===== config.mk =====
export PLATFORM = sky130hd
export DESIGN_NAME = muldiv_unit
export DESIGN_NICKNAME = d
export VERILOG_FILES = /design/src/rtl/muldiv_pkg.sv /design/src/rtl/md_operand_prep.sv /design/src/rtl/md_iter_core.sv /design/src/rtl/md_result_fix.sv /design/src/rtl/md_read_port.sv /design/src/rtl/muldiv_unit.sv
export SDC_FILE = /design/constraint.sdc
export NUM_CORES = 1
export LEC_CHECK = 0
export BUFFER_PORTS_ARGS = -buffer_cell sky130_fd_sc_hd__buf_2
export CAP_MARGIN = 10
export CORE_MARGIN = 2
export CORE_UTILIZATION = 56
export DETAILED_ROUTE_END_ITERATION = 8
export PLACE_DENSITY = 0.79
export SYNTH_ARGS = -nofsm -noshare
export SYNTH_HDL_FRONTEND = slang
export SYNTH_HIERARCHICAL = 1
export SYNTH_SLANG_ARGS = --single-unit
export TNS_END_PERCENT = 10

===== constraint.sdc =====
create_clock -name clk -period 2.9 [get_ports clk]
set_input_delay 0.58 -clock clk [delete_from_list [all_inputs] [get_ports clk]]
set_output_delay 0.58 -clock clk [all_outputs]
set_load 0.005 [all_outputs]

===== src/rtl/muldiv_pkg.sv =====
package muldiv_pkg;
  typedef enum logic [1:0] {
    OP_MUL_S = 2'b00,
    OP_MUL_U = 2'b01,
    OP_DIV_S = 2'b10,
    OP_DIV_U = 2'b11
  } md_op_e;

  function automatic logic op_is_div(md_op_e op);
    return op[1];
  endfunction

  function automatic logic op_is_signed(md_op_e op);
    return ~op[0];
  endfunction
endpackage


===== src/rtl/md_operand_prep.sv =====
module md_operand_prep
  import muldiv_pkg::*;
#(
  parameter int W = 32
) (
  input  md_op_e       op,
  input  logic [W-1:0] opa,
  input  logic [W-1:0] opb,
  output logic [W-1:0] mag_a,
  output logic [W-1:0] mag_b,
  output logic         neg_main,
  output logic         neg_rem
);
  logic sgn, a_neg, b_neg;

  always_comb begin
    sgn      = op_is_signed(op);
    a_neg    = sgn & opa[W-1];
    b_neg    = sgn & opb[W-1];
    mag_a    = a_neg ? (~opa + 1'b1) : opa;
    mag_b    = b_neg ? (~opb + 1'b1) : opb;
    // product / quotient sign
    neg_main = a_neg ^ b_neg;
    // remainder follows the dividend
    neg_rem  = op_is_div(op) & a_neg;
  end

  always_comb begin
    if (!sgn) assert_unsigned_passthru_R2: assert (mag_a == opa && mag_b == opb);
  end
endmodule


===== src/rtl/md_iter_core.sv =====
module md_iter_core #(
  parameter int W = 32
) (
  input  logic         clk,
  input  logic         rst,
  input  logic         start,
  input  logic         div_mode,
  input  logic [W-1:0] mag_a,
  input  logic [W-1:0] mag_b,
  output logic         active,
  output logic         done,
  output logic [W-1:0] res_hi,
  output logic [W-1:0] res_lo
);
  localparam int CW = $clog2(W + 1);
  localparam logic [CW-1:0] LAST = CW'(W - 1);

  logic [W-1:0]  hi_q, lo_q, opnd_q;
  logic          div_q;
  logic [CW-1:0] cnt;

  logic [W:0]    mul_sum, shifted, diff;
  logic          take;
  logic [W-1:0]  hi_n, lo_n;

  always_comb begin
    mul_sum = {1'b0, hi_q} + (lo_q[0] ? {1'b0, opnd_q} : '0);
    shifted = {hi_q, lo_q[W-1]};
    diff    = shifted - {1'b0, opnd_q};
    take    = ~diff[W];
    if (div_q) begin
      hi_n = take ? diff[W-1:0] : shifted[W-1:0];
      lo_n = {lo_q[W-2:0], take};
    end else begin
      hi_n = mul_sum[W:1];
      lo_n = {mul_sum[0], lo_q[W-1:1]};
    end
  end

  always_ff @(posedge clk) begin
    if (rst) begin
      active <= 1'b0;
      done   <= 1'b0;
      cnt    <= '0;
      hi_q   <= '0;
      lo_q   <= '0;
      opnd_q <= '0;
      div_q  <= 1'b0;
    end else begin
      done <= 1'b0;
      if (start) begin
        active <= 1'b1;
        cnt    <= '0;
        hi_q   <= '0;
        lo_q   <= mag_a;
        opnd_q <= mag_b;
        div_q  <= div_mode;
      end else if (active) begin
        hi_q <= hi_n;
        lo_q <= lo_n;
        cnt  <= cnt + 1'b1;
        if (cnt == LAST) begin
          active <= 1'b0;
          done   <= 1'b1;
        end
      end
    end
  end

  assign res_hi = hi_q;
  assign res_lo = lo_q;

  assert_count_bound_R7: assert property (@(posedge clk) disable iff (rst)
    active |-> (cnt <= LAST));
  assert_done_after_run_R7: assert property (@(posedge clk) disable iff (rst)
    done |-> (!active && $past(active)));
  assert_divzero_ones_R6: assert property (@(posedge clk) disable iff (rst)
    (active && div_q && opnd_q == '0) |=> lo_q[0]);
endmodule


===== src/rtl/md_result_fix.sv =====
module md_result_fix #(
  parameter int W = 32
) (
  input  logic         div_mode,
  input  logic         neg_main,
  input  logic         neg_rem,
  input  logic [W-1:0] raw_hi,
  input  logic [W-1:0] raw_lo,
  output logic [W-1:0] fix_hi,
  output logic [W-1:0] fix_lo
);
  localparam int DW = 2 * W;
  logic [DW-1:0] prod;

  always_comb begin
    prod = {raw_hi, raw_lo};
    if (neg_main) prod = ~prod + 1'b1;
    if (div_mode) begin
      fix_lo = neg_main ? (~raw_lo + 1'b1) : raw_lo;
      fix_hi = neg_rem  ? (~raw_hi + 1'b1) : raw_hi;
    end else begin
      fix_hi = prod[DW-1:W];
      fix_lo = prod[W-1:0];
    end
  end
endmodule


===== src/rtl/md_read_port.sv =====
module md_read_port #(
  parameter int W = 32
) (
  input  logic         unit_busy,
  input  logic         req,
  input  logic [W-1:0] reg_val,
  output logic         ack,
  output logic [W-1:0] data
);
  assign ack  = req & ~unit_busy;
  assign data = reg_val;
endmodule


===== src/rtl/muldiv_unit.sv =====
module muldiv_unit
  import muldiv_pkg::*;
#(
  parameter int WIDTH = 32
) (
  input  logic             clk,
  input  logic             rst,
  input  logic             cmd_valid,
  output logic             cmd_ready,
  input  logic [1:0]       cmd_op,
  input  logic [WIDTH-1:0] cmd_a,
  input  logic [WIDTH-1:0] cmd_b,
  output logic             busy,
  input  logic             hi_rd_req,
  output logic             hi_rd_ack,
  output logic [WIDTH-1:0] hi_rd_data,
  input  logic             lo_rd_req,
  output logic             lo_rd_ack,
  output logic [WIDTH-1:0] lo_rd_data
);
  localparam int NPORT = 2;

  md_op_e           op_in;
  logic             accept;
  logic [WIDTH-1:0] mag_a, mag_b;
  logic             neg_main_c, neg_rem_c;
  logic             neg_main_q, neg_rem_q, div_q;
  logic             core_active, core_done;
  logic [WIDTH-1:0] raw_hi, raw_lo, fix_hi, fix_lo;
  logic [WIDTH-1:0] hi_q, lo_q;

  assign op_in     = md_op_e'(cmd_op);
  assign busy      = core_active | core_done;
  assign cmd_ready = ~busy;
  assign accept    = cmd_valid & cmd_ready;

  md_operand_prep #(.W(WIDTH)) u_prep (
    .op(op_in), .opa(cmd_a), .opb(cmd_b),
    .mag_a(mag_a), .mag_b(mag_b),
    .neg_main(neg_main_c), .neg_rem(neg_rem_c)
  );

  md_iter_core #(.W(WIDTH)) u_core (
    .clk(clk), .rst(rst), .start(accept), .div_mode(op_is_div(op_in)),
    .mag_a(mag_a), .mag_b(mag_b),
    .active(core_active), .done(core_done),
    .res_hi(raw_hi), .res_lo(raw_lo)
  );

  md_result_fix #(.W(WIDTH)) u_fix (
    .div_mode(div_q), .neg_main(neg_main_q), .neg_rem(neg_rem_q),
    .raw_hi(raw_hi), .raw_lo(raw_lo),
    .fix_hi(fix_hi), .fix_lo(fix_lo)
  );

  always_ff @(posedge clk) begin
    if (rst) begin
      neg_main_q <= 1'b0;
      neg_rem_q  <= 1'b0;
      div_q      <= 1'b0;
      hi_q       <= '0;
      lo_q       <= '0;
    end else begin
      if (accept) begin
        neg_main_q <= neg_main_c;
        neg_rem_q  <= neg_rem_c;
        div_q      <= op_is_div(op_in);
      end
      if (core_done) begin
        hi_q <= fix_hi;
        lo_q <= fix_lo;
      end
    end
  end

  logic [NPORT-1:0] req_v, ack_v;
  logic [WIDTH-1:0] val_v  [NPORT];
  logic [WIDTH-1:0] data_v [NPORT];

  assign req_v    = {lo_rd_req, hi_rd_req};
  assign val_v[0] = hi_q;
  assign val_v[1] = lo_q;

  for (genvar g = 0; g < NPORT; g++) begin : g_rd
    md_read_port #(.W(WIDTH)) u_port (
      .unit_busy(busy), .req(req_v[g]), .reg_val(val_v[g]),
      .ack(ack_v[g]), .data(data_v[g])
    );
  end

  assign hi_rd_ack  = ack_v[0];
  assign lo_rd_ack  = ack_v[1];
  assign hi_rd_data = data_v[0];
  assign lo_rd_data = data_v[1];

  assert_accept_sets_busy_R7: assert property (@(posedge clk) disable iff (rst)
    (cmd_valid && cmd_ready) |=> busy);
  assert_hold_between_ops_R10: assert property (@(posedge clk) disable iff (rst)
    !core_done |=> ($stable(hi_q) && $stable(lo_q)));
  assert_no_restart_R8: assert property (@(posedge clk) disable iff (rst)
    (core_active && $past(core_active)) |-> $stable(neg_main_q));
endmodule


==> qor.csv <==
metric,value,unit
slowest_stage,dfxtp_1,
synth_top_family_by_area,compound AO/OA/AOI/OAI gates,
cts-root-buf,clkbuf_16,
grt_usage,33.01,%
setup_viol,10,
ant_nets,0,
clock_skew,14.10,ps
die_w,167.2,um
finalPower,8126,uW
place_inst,2421,
vias,15230,
h-tree-depth,4,
netlist.area_leader.share,23.10,%
yosys_warnings,6,
drt_iter0_drc,1510,
synthSimpleGateAreaFrac,20.70,%
synth-xor-area-share,10.22,%
drt_wl_total,48.56,mm
n_antenna_cell,0,
finalHoldViolCount,0,
clk_path_buf_depth,2,
synth-edff-count,0,
synth.most_common_cell,nor2_1,
syn_avg_cell_area,7.896,um^2
gp_congestion,1.000,
fp.dieH,167.2,um
power_density,452.9,nW/um^2
final_util,68.66,%
period_share,104.0,%
ys_types,100,
nNetsFinal,2259,
drc_errors,15,
numCtsBuffers,17,
clock_latency,450,ps
synth_area,14910,um^2
violations,"DRC, setup timing",
hold_class,in2reg,
synth_cells,1888,
synth-seq-area-share,23.10,%
grt_first_pass_wirelength,74.22,mm
portBuffers,138,
area_delta_synth_final,20.36,%
crit_path_max_incr_delay,460,ps
grt_pass1_vias,14310,
yosys_most_used_dff,dfxtp_1,
yosysTopAreaCell,dfxtp_1,
worstPathMaxFanout,6,
vias_per_cell,6.176,
p_leak,0.007611,uW
path_clk_slew,80,ps
initial_utilization,57.05,%
fin_setup_tns,-326.9,ps
drive_gt1_share,26.34,%
synth_commonest_cells,"nor2_1 (255), dfxtp_1 (172), mux2i_1 (144)",
cp-start-kind,flop,
die_area,27940,um^2
wl_per_cell,19.70,um
dp_hpwl,36.06,mm
final.setup.worst_slack,-114.6,ps
worstSetupPathType,reg2reg,
path_buf_inv,1,
cp-end-kind,flop,
cts.sinks,172,
synth-seq-cells,172,
firstDrtPassIters,8,
cts_tree,built,
slew_headroom,51.88,%
synth_nets,2030,
synth.area.mux_share,9.820,%
fin_crit,3015,ps
synthArstFlopShare,0,%
tightest_slew,721.8,ps
synthAdderAreaFrac,6.060,%
ios,139,
max_freq,0.3317,GHz
synth.top_cells.by_area,"dfxtp_1 (23%), mux2i_1 (9.7%), xnor2_1 (6.6%)",
cts_hold_buf,0,
status,"finished, violations left",
cp.arrival,3330,ps
rsz0062_at_grt,true,
layout.cells.non_filler,2465,
path_cells,"ha_1, a21oi_1, o21ai_1, a221oi_2, buf_4, o2111a_2, o21ai_4, nand3_4, nand2_1, and3_1, o32ai_2",
peakVddDrop,0.0003628,V
placement_rows,59,
slew_violations,0,
synth_compound_area_share,21.17,%
crit_family,compound AO/OA/AOI/OAI gates,
maxCapViolCount,0,
antenna_found_initial,0,
worstPathRequired,3220,ps
gr-total-overflow,0,
core,26130,um^2
grt_max_degree,95,
-- cells by family after synthesis --
kind of cell / Yosys count
xor+xnor: 174
compound gates: 476
buf+inv: 238
flops: 172
simple gates: 611
mux: 146
fa+ha+maj: 71
-- cell type report --
cell class	instances	area (um^2)
clock inverter	15	191.4
sequential	172	3465
tap	335	419.2
fill	2139	8189
clock buffer	17	425.4
timing repair buffer	380	2555
inverter	68	255.2
multi-input combinational	1478	10630
-- state kept, by name (all words and copies together) (netlist names) --
register / count
lo_q: 32
u_core/div_q: 1
u_core/cnt: 6
div_q: 1
hi_q: 32
u_core/active: 1
u_core/opnd_q: 32
u_core/res_lo: 32
neg_main_q: 1
u_core/done: 1
neg_rem_q: 1
u_core/res_hi: 32
-- per-stage QoR --
step	area [um^2]	hold slack (ps)	setup slack, ps
final	17940	445.5	-114.6
after global routing	17940	456.6	-143.6
after CTS	17550	428.0	-4.069
after detailed placement	16730	474.6	-175.5
after global placement	16730	460.6	-121.5
after floorplan	14930	447.1	17.72
-- timing repair --
action,CTS,global route
setup buffers,7,5
setup endpoints to repair,29,42
pin swaps,16,35
gates resized for setup,38,69
-- where the power goes --
| group | internal, uW | leakage, uW | switching, uW |
|---|---|---|---|
| registers | 2470 | 0.00141 | 121 |
| clock network | 1180 | 0.000298 | 1210 |
| logic | 1370 | 0.00591 | 1770 |
| total | 5020 | 0.00761 | 3110 |
-- layout by cell type, fill, tap and decap left out, drive strengths merged, types with 5 or more instances in the layout --
cell	Yosys	layout
nor2	256	256
a21oi	141	141
o31a	5	5
nand2	94	94
and2	42	42
o211ai	12	12
o31ai	32	32
buf	102	380
a31oi	18	18
a31o	7	7
a21boi	5	5
or2	13	13
inv	67	74
clkbuf	67	17
or4	16	16
nand4	12	12
xor2	61	61
o21ai	95	95
nand3	36	36
a211oi	46	46
nor2b	12	12
clkinv	1	9
a221oi	7	7
a2111oi	7	7
nor3b	8	8
ha	69	69
or3	20	20
and3	5	5
nand2b	18	18
xnor2	113	113
o41ai	10	10
o21bai	10	10
nor4	29	29
nor3	35	35
dfxtp	172	172
o21a	13	13
mux2i	144	144
a21o	28	28
-- routing by layer --
metal / track usage [%] / wire [um]
met5: 0 / 0
met3: 6.311 / 4896
met1: 44.08 / 20290
met4: 12.44 / 1458
met2: 53.06 / 21920
-- final timing paths --
kind | to | slack (ps) | cells after the start | startpoint
hold / removal | u_core/opnd_q[0]$_SDFFE_PP0P_ | 450 | 3 | cmd_b[0]
setup reg to reg | u_core/res_lo[0]$_SDFFE_PP0P_ | -110 | 11 | u_core/res_hi[16]$_SDFFE_PP0P_
setup / recovery | u_core/res_lo[0]$_SDFFE_PP0P_ | -110 | 11 | u_core/res_hi[16]$_SDFFE_PP0P_
hold reg to reg | hi_q[16]$_SDFFE_PP0P_ | 490 | 2 | hi_q[16]$_SDFFE_PP0P_
-- worst reg2reg max path: cells and delay by family, from the launching register on --
kind | cells | cell delay, ps
adders and majority gates | 1 | 330
and+or+nand+nor | 3 | 560
buffers and inverters | 1 | 180
DFF | 1 | 460
AOI/OAI and AO/OA | 6 | 1360
No activity file was read; power rests on OpenSTA's default activity.
